**src/rtl/vic_pkg.sv**
```systemverilog
package vic_pkg;

    // Word addresses of the control registers
    localparam int unsigned REG_RAW       = 0;
    localparam int unsigned REG_IRQ_STAT  = 1;
    localparam int unsigned REG_FIQ_STAT  = 2;
    localparam int unsigned REG_EN_SET    = 3;
    localparam int unsigned REG_EN_CLR    = 4;
    localparam int unsigned REG_FAST_SEL  = 5;
    localparam int unsigned REG_SOFT_SET  = 6;
    localparam int unsigned REG_SOFT_CLR  = 7;
    localparam int unsigned REG_VECT      = 8;
    localparam int unsigned REG_DEFAULT   = 9;
    localparam int unsigned SLOT_ADDR_BASE = 16;
    localparam int unsigned SLOT_CTRL_BASE = 32;

    typedef enum logic [0:0] {
        SVC_IDLE   = 1'b0,
        SVC_NESTED = 1'b1
    } svc_state_e;

endpackage

```
**src/rtl/vic_src_route.sv**
```systemverilog
module vic_src_route #(
    parameter int NUM_SRC = 32
) (
    input  logic [NUM_SRC-1:0] raw_i,
    input  logic [NUM_SRC-1:0] soft_i,
    input  logic [NUM_SRC-1:0] enable_i,
    input  logic [NUM_SRC-1:0] fast_i,
    output logic [NUM_SRC-1:0] active_o,
    output logic [NUM_SRC-1:0] irq_stat_o,
    output logic [NUM_SRC-1:0] fiq_stat_o
);

    logic [NUM_SRC-1:0] live;

    always_comb begin
        active_o   = raw_i | soft_i;
        live       = active_o & enable_i;
        irq_stat_o = live & ~fast_i;
        fiq_stat_o = live & fast_i;
    end

endmodule

```
**src/rtl/vic_prio_resolve.sv**
```systemverilog
module vic_prio_resolve #(
    parameter int NUM_SRC  = 32,
    parameter int NUM_SLOT = 16,
    parameter int SRC_W    = 5,
    parameter int SLOT_W   = 4
) (
    input  logic [NUM_SLOT-1:0]            slot_en_i,
    input  logic [NUM_SLOT-1:0][SRC_W-1:0] slot_src_i,
    input  logic [NUM_SLOT-1:0]            slot_allow_i,
    input  logic [NUM_SRC-1:0]             req_i,
    output logic                           hit_o,
    output logic [SLOT_W-1:0]              win_o
);

    logic [NUM_SLOT-1:0] cand;

    for (genvar g = 0; g < NUM_SLOT; g++) begin : g_cand
        assign cand[g] = slot_en_i[g] & slot_allow_i[g] & req_i[slot_src_i[g]];
    end

    // Lowest index wins: scan from the bottom of the priority order upward
    always_comb begin
        hit_o = 1'b0;
        win_o = '0;
        for (int i = NUM_SLOT - 1; i >= 0; i--) begin
            if (cand[i]) begin
                hit_o = 1'b1;
                win_o = SLOT_W'(i);
            end
        end
    end

endmodule

```
**src/rtl/vic_service_stack.sv**
```systemverilog
module vic_service_stack
    import vic_pkg::*;
#(
    parameter int NUM_SLOT = 16,
    parameter int SLOT_W   = 4
) (
    input  logic                clk,
    input  logic                rst_n,
    input  logic                ack_i,
    input  logic [SLOT_W-1:0]   ack_slot_i,
    input  logic                eoi_i,
    output logic [NUM_SLOT-1:0] in_svc_o,
    output logic [NUM_SLOT-1:0] allow_o,
    output logic                busy_o
);

    svc_state_e          state_q, state_d;
    logic [NUM_SLOT-1:0] in_svc_q, in_svc_d;
    logic [NUM_SLOT-1:0] pushed, popped;

    always_comb begin
        pushed = in_svc_q | (NUM_SLOT'(1) << ack_slot_i);
        popped = in_svc_q & (in_svc_q - NUM_SLOT'(1));
    end

    // State register
    always_ff @(posedge clk or negedge rst_n) begin
        if (!rst_n) begin
            state_q  <= SVC_IDLE;
            in_svc_q <= '0;
        end else begin
            state_q  <= state_d;
            in_svc_q <= in_svc_d;
        end
    end

    // Next state and stack update
    always_comb begin
        state_d  = state_q;
        in_svc_d = in_svc_q;
        unique case (state_q)
            SVC_IDLE: begin
                if (ack_i) begin
                    in_svc_d = pushed;
                    state_d  = SVC_NESTED;
                end
            end
            SVC_NESTED: begin
                if (ack_i) begin
                    in_svc_d = pushed;
                end else if (eoi_i) begin
                    in_svc_d = popped;
                    if (popped == '0) state_d = SVC_IDLE;
                end
            end
            default: state_d = SVC_IDLE;
        endcase
    end

    // Outputs: a slot is eligible only above the top of the stack
    always_comb begin
        logic seen;
        seen   = 1'b0;
        busy_o = (state_q == SVC_NESTED);
        for (int i = 0; i < NUM_SLOT; i++) begin
            seen       = seen | in_svc_q[i];
            allow_o[i] = ~seen;
        end
        in_svc_o = in_svc_q;
    end

endmodule

```
**src/rtl/vectored_irq_ctrl.sv**
```systemverilog
module vectored_irq_ctrl
    import vic_pkg::*;
#(
    parameter int NUM_SRC  = 32,
    parameter int NUM_SLOT = 16,
    parameter int DW       = 32,
    parameter int REG_AW   = 6
) (
    input  logic              clk,
    input  logic              rst_n,
    input  logic              bus_sel_i,
    input  logic              bus_wr_i,
    input  logic [REG_AW-1:0] bus_addr_i,
    input  logic [DW-1:0]     bus_wdata_i,
    output logic [DW-1:0]     bus_rdata_o,
    input  logic [NUM_SRC-1:0] irq_src_i,
    output logic              nirq_o,
    output logic              nfiq_o
);

    localparam int SRC_W  = $clog2(NUM_SRC);
    localparam int SLOT_W = $clog2(NUM_SLOT);
    localparam int CTRL_W = SRC_W + 1;

    logic [NUM_SRC-1:0] enable_q, fast_q, soft_q;
    logic [NUM_SRC-1:0] active, irq_stat, fiq_stat;
    logic [DW-1:0]      slot_addr_q [NUM_SLOT];
    logic [NUM_SLOT-1:0]            slot_en_q;
    logic [NUM_SLOT-1:0][SRC_W-1:0] slot_src_q;
    logic [DW-1:0]      dflt_q, vect_q;
    logic [SLOT_W-1:0]  vect_slot_q, win;
    logic               vect_hit_q, hit;
    logic [NUM_SLOT-1:0] in_svc, allow;
    logic               svc_busy, ack, eoi;
    logic               nirq_q, nfiq_q;
    logic [31:0]        word;
    logic [SLOT_W-1:0]  slot_idx;
    logic               in_addr_win, in_ctrl_win;
    logic               wr_en, rd_en;

    always_comb begin
        word        = 32'(bus_addr_i);
        slot_idx    = bus_addr_i[SLOT_W-1:0];
        in_addr_win = (word >= SLOT_ADDR_BASE) && (word < SLOT_ADDR_BASE + NUM_SLOT);
        in_ctrl_win = (word >= SLOT_CTRL_BASE) && (word < SLOT_CTRL_BASE + NUM_SLOT);
        wr_en       = bus_sel_i & bus_wr_i;
        rd_en       = bus_sel_i & ~bus_wr_i;
        ack         = rd_en & (word == REG_VECT) & vect_hit_q;
        eoi         = wr_en & (word == REG_VECT);
    end

    vic_src_route #(.NUM_SRC(NUM_SRC)) u_route (
        .raw_i      (irq_src_i),
        .soft_i     (soft_q),
        .enable_i   (enable_q),
        .fast_i     (fast_q),
        .active_o   (active),
        .irq_stat_o (irq_stat),
        .fiq_stat_o (fiq_stat)
    );

    vic_prio_resolve #(
        .NUM_SRC (NUM_SRC),
        .NUM_SLOT(NUM_SLOT),
        .SRC_W   (SRC_W),
        .SLOT_W  (SLOT_W)
    ) u_prio (
        .slot_en_i   (slot_en_q),
        .slot_src_i  (slot_src_q),
        .slot_allow_i(allow),
        .req_i       (irq_stat),
        .hit_o       (hit),
        .win_o       (win)
    );

    vic_service_stack #(
        .NUM_SLOT(NUM_SLOT),
        .SLOT_W  (SLOT_W)
    ) u_stack (
        .clk       (clk),
        .rst_n     (rst_n),
        .ack_i     (ack),
        .ack_slot_i(vect_slot_q),
        .eoi_i     (eoi),
        .in_svc_o  (in_svc),
        .allow_o   (allow),
        .busy_o    (svc_busy)
    );

    // Register writes
    always_ff @(posedge clk or negedge rst_n) begin
        if (!rst_n) begin
            enable_q   <= '0;
            fast_q     <= '0;
            soft_q     <= '0;
            dflt_q     <= '0;
            slot_en_q  <= '0;
            slot_src_q <= '0;
            for (int i = 0; i < NUM_SLOT; i++) slot_addr_q[i] <= '0;
        end else if (wr_en) begin
            if (in_addr_win) begin
                slot_addr_q[slot_idx] <= bus_wdata_i;
            end else if (in_ctrl_win) begin
                slot_en_q[slot_idx]  <= bus_wdata_i[SRC_W];
                slot_src_q[slot_idx] <= bus_wdata_i[SRC_W-1:0];
            end else begin
                case (word)
                    REG_EN_SET:   enable_q <= enable_q | bus_wdata_i[NUM_SRC-1:0];
                    REG_EN_CLR:   enable_q <= enable_q & ~bus_wdata_i[NUM_SRC-1:0];
                    REG_FAST_SEL: fast_q   <= bus_wdata_i[NUM_SRC-1:0];
                    REG_SOFT_SET: soft_q   <= soft_q | bus_wdata_i[NUM_SRC-1:0];
                    REG_SOFT_CLR: soft_q   <= soft_q & ~bus_wdata_i[NUM_SRC-1:0];
                    REG_DEFAULT:  dflt_q   <= bus_wdata_i;
                    default: ;
                endcase
            end
        end
    end

    // Vector register and request pins
    always_ff @(posedge clk or negedge rst_n) begin
        if (!rst_n) begin
            vect_q      <= '0;
            vect_slot_q <= '0;
            vect_hit_q  <= 1'b0;
            nirq_q      <= 1'b1;
            nfiq_q      <= 1'b1;
        end else begin
            vect_q      <= hit ? slot_addr_q[win] : dflt_q;
            vect_slot_q <= win;
            vect_hit_q  <= hit;
            nirq_q      <= ~|irq_stat;
            nfiq_q      <= ~|fiq_stat;
        end
    end

    assign nirq_o = nirq_q;
    assign nfiq_o = nfiq_q;

    // Read mux
    always_comb begin
        bus_rdata_o = '0;
        if (in_addr_win) begin
            bus_rdata_o = slot_addr_q[slot_idx];
        end else if (in_ctrl_win) begin
            bus_rdata_o = DW'({slot_en_q[slot_idx], slot_src_q[slot_idx]});
        end else begin
            case (word)
                REG_RAW:      bus_rdata_o = DW'(active);
                REG_IRQ_STAT: bus_rdata_o = DW'(irq_stat);
                REG_FIQ_STAT: bus_rdata_o = DW'(fiq_stat);
                REG_EN_SET:   bus_rdata_o = DW'(enable_q);
                REG_FAST_SEL: bus_rdata_o = DW'(fast_q);
                REG_SOFT_SET: bus_rdata_o = DW'(soft_q);
                REG_VECT:     bus_rdata_o = vect_q;
                REG_DEFAULT:  bus_rdata_o = dflt_q;
                default:      bus_rdata_o = '0;
            endcase
        end
    end

    logic [CTRL_W-1:0] unused_ctrl_w;
    assign unused_ctrl_w = '0;

endmodule

```
**config.mk**
```make
export PLATFORM = sky130hd
export DESIGN_NAME = vectored_irq_ctrl
export DESIGN_NICKNAME = d
export VERILOG_FILES = /design/src/rtl/vic_pkg.sv /design/src/rtl/vic_src_route.sv /design/src/rtl/vic_prio_resolve.sv /design/src/rtl/vic_service_stack.sv /design/src/rtl/vectored_irq_ctrl.sv
export SDC_FILE = /design/constraint.sdc
export NUM_CORES = 2
export LEC_CHECK = 0
export BUFFER_PORTS_ARGS = -buffer_cell sky130_fd_sc_hd__clkbuf_2
export CAP_MARGIN = 25
export CORE_MARGIN = 10
export CORE_UTILIZATION = 36
export DETAILED_ROUTE_END_ITERATION = 10
export SYNTH_ARGS = -nofsm -noshare
export SYNTH_HDL_FRONTEND = slang
export SYNTH_SLANG_ARGS = --single-unit
```
**constraint.sdc**
```tcl
create_clock -name clk -period 11.4 [get_ports clk]
set_input_delay 2.28 -clock clk [delete_from_list [all_inputs] [get_ports clk]]
set_output_delay 2.28 -clock clk [all_outputs]
set_load 0.01 [all_outputs]
```
; Yosys cells after proc, flatten, opt, wreduce, memory -nomap -nowiden
; Cells that the tools add are included.
[op_classes]
addsub = 1
n_lt_le_gt_ge = 25
eq_ne = 11
n_shift = 1
n_mux = 98
n_bitwise = 86
n_reduce_logical = 19
[op_table]
columns = op, n
row1 = $bwmux 512, 1
row2 = $bmux 32 s4, 2
row3 = $mux 32, 8
row4 = $pmux 32 s8, 1
row5 = $and 32x32->32, 5
row6 = $demux 32 s4, 1
row7 = $pmux 32 s2, 2
row8 = $lt 5x6->1 const B, 16
row9 = $or 32x32->32, 3
row10 = $bmux 1 s5, 16
row11 = $bwmux 80, 1
row12 = $mux 4, 16
row13 = $not 32->32, 2
row14 = $reduce_or 32->1, 2
row15 = $mux 16, 3
row16 = $mux 1, 38
row17 = $and 1x1->1, 37
row18 = $logic_not 32->1, 1
row19 = $pmux 16 s2, 1
row20 = $eq 6x3->1 const B, 4
row21 = $bmux 5 s4, 1
row22 = $demux 5 s4, 1
row23 = $not 1->1, 20
row24 = $and 16x16->16, 1
row25 = 29 further kinds, 58
[totals]
reg_bits = 792
inputBits = 74
output_inout_bits = 34
word_cells = 285

; Depth between registers and ports, before layout
[logic_depth]
word_depth = 39
depth_mapped = 19
ltp_nobuf = 13

; By module
; A second synthesis with hierarchy kept.
[hier_totals]
cells_unflattened = 3161
area_unflattened_um2 = 45976.6
[by_module_without_submodules]
columns = mod, instances, cells_each, area_per_inst_um2, seq_area_each_um2
row1 = vectored_irq_ctrl, 1, 2569, 39452.8, 19396.1
row2 = vic_prio_resolve, 1, 346, 4850.9, 0.0
row3 = vic_service_stack, 1, 118, 992.2, 425.4
row4 = vic_src_route, 1, 128, 680.7, 0.0

; Least setup slack after synthesis
; No wires, ideal clock.
[synth_timing]
path_type = in2out
startpoint = input port bus_addr_i[1]
endpoint = output port bus_rdata_o[0]
arrival_ns = 4.670
t_required_ns = 9.120
setup_slack_ns = 4.450
path_stages = 8
path_buffers = 4
cell_sequence = clkbuf_1 clkbuf_1 buf_1 clkbuf_1 mux4_2 mux4_2 a21oi_1 o21ai_0
[synth_via]
elab_chain_cells = 5
word_cells_on_any_way = 23
classes_between = 4 x order compare / 7 x eq/ne / 8 x mux / 1 x bitwise / 3 x reduce/logical
[synth_lines]
columns = element, line
row1 = from (decl), vectored_irq_ctrl.sv:13  ; input logic [REG_AW-1:0] bus_addr_i,
row2 = $not 4->5 (implied by the code), vectored_irq_ctrl.sv:144  ; bus_rdata_o = slot_addr_q[slot_idx];
row3 = $bmux 32 s4, vectored_irq_ctrl.sv:144
row4 = $mux 32 (implied by the code) (2 in series), vectored_irq_ctrl.sv:144
row5 = $mux 32 *, vectored_irq_ctrl.sv:143  ; if (in_addr_win) begin
row6 = to (decl), vectored_irq_ctrl.sv:15  ; output logic [DW-1:0] bus_rdata_o,
; Mark *: on every way between the ends. The rest lies on a longest branch, timed or not. The select of a mux whose other input is x is not followed.

; Worst setup path in the final report
[layout_timing]
startpoint = input port bus_addr_i[0]
endpoint = output port bus_rdata_o[31]
; The elaborated chain is that of the path after synthesis.

==> results.ini <==
[run_status]
status = complete, no violations

[place]
post-dp-hpwl_mm = 118
gp_congestion = 1.05
place_area_um2 = 49200
dp.cells = 5623
io_buffers = 107
post-place-ws_ns = 3.08

[cells_and_area]
seqCellArea_um2 = 19800
fillers = 12500
layout_commonest_cell = dfrtp_1
final_core_util_pct = 40.4
syn2layout_area_growth_pct = 11.5
layout_common_cells = dfrtp_1 (790), mux2_2 (647), mux2i_1 (259), mux4_2 (257), nand2_1 (235)
fin_cells = 5790
multiInputGateArea_um2 = 25400
drive_gt1_share_pct = 33.7
nets = 4057
final_area_um2 = 52400

[power]
switching_power_uw = 3160
p_int_uw = 5830
vdd_drop_max_mv = 0.170
seqPwrFrac_pct = 37.8
p_comb_share_pct = 28.8
clkPwrFrac_pct = 33.4
power.density_nw_per_um2 = 172
swShare_pct = 35.2
leakage_uw = 0.0221

[floorplan]
fp-row-count = 132
start_util_pct = 36.3
die_x_um = 381
die_area_um2 = 145000
ioPinCount = 108
die_h_um = 381
core_area_um2 = 129000

[route]
drt_first_pass_iters = 8
post_drt_wl_per_cell_um = 32.0
drtIter0Drc = 5075
vias_per_cell = 6.53
drc = 0
drt_wl_total_mm = 185
route.antenna.remaining_nets = 0
vias = 37800

[timing]
hold_violations = 0
fin_tns_setup_ns = 0
relSlewSlack_pct = 20.7
period_minus_slack_ns = 8.27
drv_slew = 0
worst_slack_ns = 3.13
final-setup-viol-count = 0
rsz0062_at_grt = no
post-route-period-util_pct = 72.6
fmax_mhz = 121
clock_skew_ns = 0.0440
worst_slew_pin_slew_ns = 1.19

[worst_setup_path]
ff2ff_setup_slack_ns = 5.21
cp_top_family = compound AO/OA/AOI/OAI gates
critical_path_class = in2out
worstReg2RegStart = u_stack.in_svc_o[1]
r2r-end = vect_q[31]
slowest_stage = o21ai_1
start_kind = input port
r2r_cells = 15
crit_cells = 8
crit_start = bus_addr_i[0]
crit_fanout = 52
crit_path_max_incr_delay_ns = 0.80
worstPathArrival_ns = 5.99
crit_buf_inv = 2
endpoint = bus_rdata_o[31]
path_cells = clkbuf_8 > nor2_1 > nand2_1 > o21ai_1 > a222oi_1 > a41o_1 > o21ai_0 > clkbuf_2
cp-end-kind = output pin
cp.required_ns = 9.12

[cts]
holdBufCountCts = 0
clock_latency_ns = 0.71
post-cts-setup-buffers = 0
cts_sinks = 792
cts_made_buffers = 89
clk_path_buf_depth = 3
root_buffer = clkbuf_16
htreeDepth = 3
cts_resized = 0
cts_tree = done
clkTransAtPathRegs_ns = 0.05

[synthesis]
async_reset_ff_share_pct = 100
syn_avg_cell_area_um2 = 11.6
synth_seq_cells = 792
syn-cell-area_um2 = 47000
synthCells = 4061
synth_edf_count = 0
synth-seq-area-share_pct = 42.2
ys.warnings.count = 0
ys.flop_type = dfrtp_1
synth_nets = 4139
ys_types = 80

[global_route]
grt_pass1_wl_mm = 270
overflow = 0
track_usage_pct = 24.7
antenna_found_initial = 17
grt_pass1_vias = 36900
grt_max_degree = 146

[job]
max-cap-violations = 0

[min_path]
hold_path_class = reg2reg

[stage by stage]
step	power, µW	hold WS [ns]
detailed placement	5960	0.516
floorplan	5120	0.466
finish	8990	0.527
global placement	5930	0.506
CTS	8960	0.529
global route	9300	0.540
[synth_stat cells, drive strengths merged, types with 8 or more instances]
| master | instances | area share (%) |
|---|---|---|
| dfrtp | 790 | 42 |
| mux2 | 647 | 16 |
| clkbuf | 306 | 2.4 |
| mux2i | 259 | 5.5 |
| mux4 | 257 | 12 |
| nand2 | 239 | 1.9 |
| a21oi | 197 | 2.1 |
| nor2 | 167 | 1.3 |
| o21ai | 167 | 1.8 |
| nand3 | 107 | 1.1 |
| buf | 98 | 1.3 |
| a31oi | 88 | 1.2 |
| a22oi | 85 | 1.4 |
| nor3 | 68 | 0.72 |
| inv | 52 | 0.42 |
| nand2b | 51 | 0.68 |
| a211oi | 35 | 0.56 |
| o22ai | 30 | 0.40 |
| a22o | 29 | 0.54 |
| o211ai | 28 | 0.45 |
| nor2b | 27 | 0.36 |
| nor4 | 25 | 0.33 |
| a221oi | 20 | 0.37 |
| and3 | 18 | 0.24 |
| a222oi | 17 | 0.36 |
| nand4 | 16 | 0.21 |
| nor3b | 16 | 0.27 |
| a2111oi | 14 | 0.26 |
| a32oi | 13 | 0.24 |
| or2 | 13 | 0.17 |
| a221o | 12 | 0.26 |
| a311oi | 12 | 0.22 |
| and2 | 12 | 0.16 |
| o2111ai | 11 | 0.21 |
| or4 | 11 | 0.18 |
| a21o | 10 | 0.16 |
| nand3b | 8 | 0.13 |
| o21bai | 8 | 0.13 |
| or3 | 8 | 0.11 |
[power groups by stage]
stage / clock network [µW] / logic (µW) / registers (µW)
floorplan: 0 / 1850 / 3270
global placement: 0 / 2500 / 3420
detailed placement: 0 / 2530 / 3430
CTS: 3040 / 2540 / 3380
global route: 3150 / 2730 / 3420
finish: 3000 / 2590 / 3400
[state kept, by name, indices dropped and copies added, names as in the netlist, named ones only]
| register | cells |
|---|---|
| u_stack.busy_o | 1 |
| slot_src_q | 80 |
| dflt_q | 32 |
| fast_q | 32 |
| u_stack.in_svc_o | 16 |
| nfiq_o | 1 |
| nirq_o | 1 |
| vect_q | 32 |
| slot_addr_q | 512 |
| vect_slot_q | 4 |
| slot_en_q | 16 |
| vect_hit_q | 1 |
[logic make-up (layout without fill, tap and decap cells)]
| family | after synthesis | in the layout | share of synthesized area [%] |
|---|---|---|---|
| other cells | 0 | 2 | 0 |
| buf+inv | 458 | 443 | 4.21 |
| compound gates | 830 | 830 | 11.6 |
| simple gates | 811 | 811 | 8.45 |
| flops | 792 | 792 | 42.2 |
| fa+ha+maj | 7 | 7 | 0.171 |
| mux | 1163 | 1163 | 33.4 |
[metal layers]
| layer | global-route usage (%) | up-vias | routed length [µm] |
|---|---|---|---|
| li1 | - | 15400 | - |
| met1 | 33.7 | 19600 | 76700 |
| met2 | 36.1 | 2243 | 79100 |
| met3 | 7.18 | 536 | 20000 |
| met4 | 11.3 | 18 | 9280 |
| met5 | 0 | - | 104 |
[how the worst min path moves through the flow]
stage	from	endpoint	slack (ns)	cells past startpoint
after global routing	slot_addr_q[386]	slot_addr_q[386]	0.54	1
after global placement	slot_addr_q[477]	slot_addr_q[477]	0.51	1
after floorplan	dflt_q[24]	vect_q[24]	0.47	2
after CTS	slot_addr_q[450]	slot_addr_q[450]	0.53	1
after detailed placement	slot_addr_q[360]	slot_addr_q[360]	0.52	1
final	slot_addr_q[300]	slot_addr_q[300]	0.53	1
[layout make-up]
cell class | instances | area share (%)
inverters | 54 | 0.387
multi-input cells | 2811 | 48.6
clock buffers | 127 | 4.95
repair buffers | 231 | 3.21
diodes | 2 | 0.00956
well taps | 1742 | 4.16
clock inverters | 31 | 0.839
flip-flops and latches | 792 | 37.8
No activity file was read; power rests on OpenSTA's default activity.
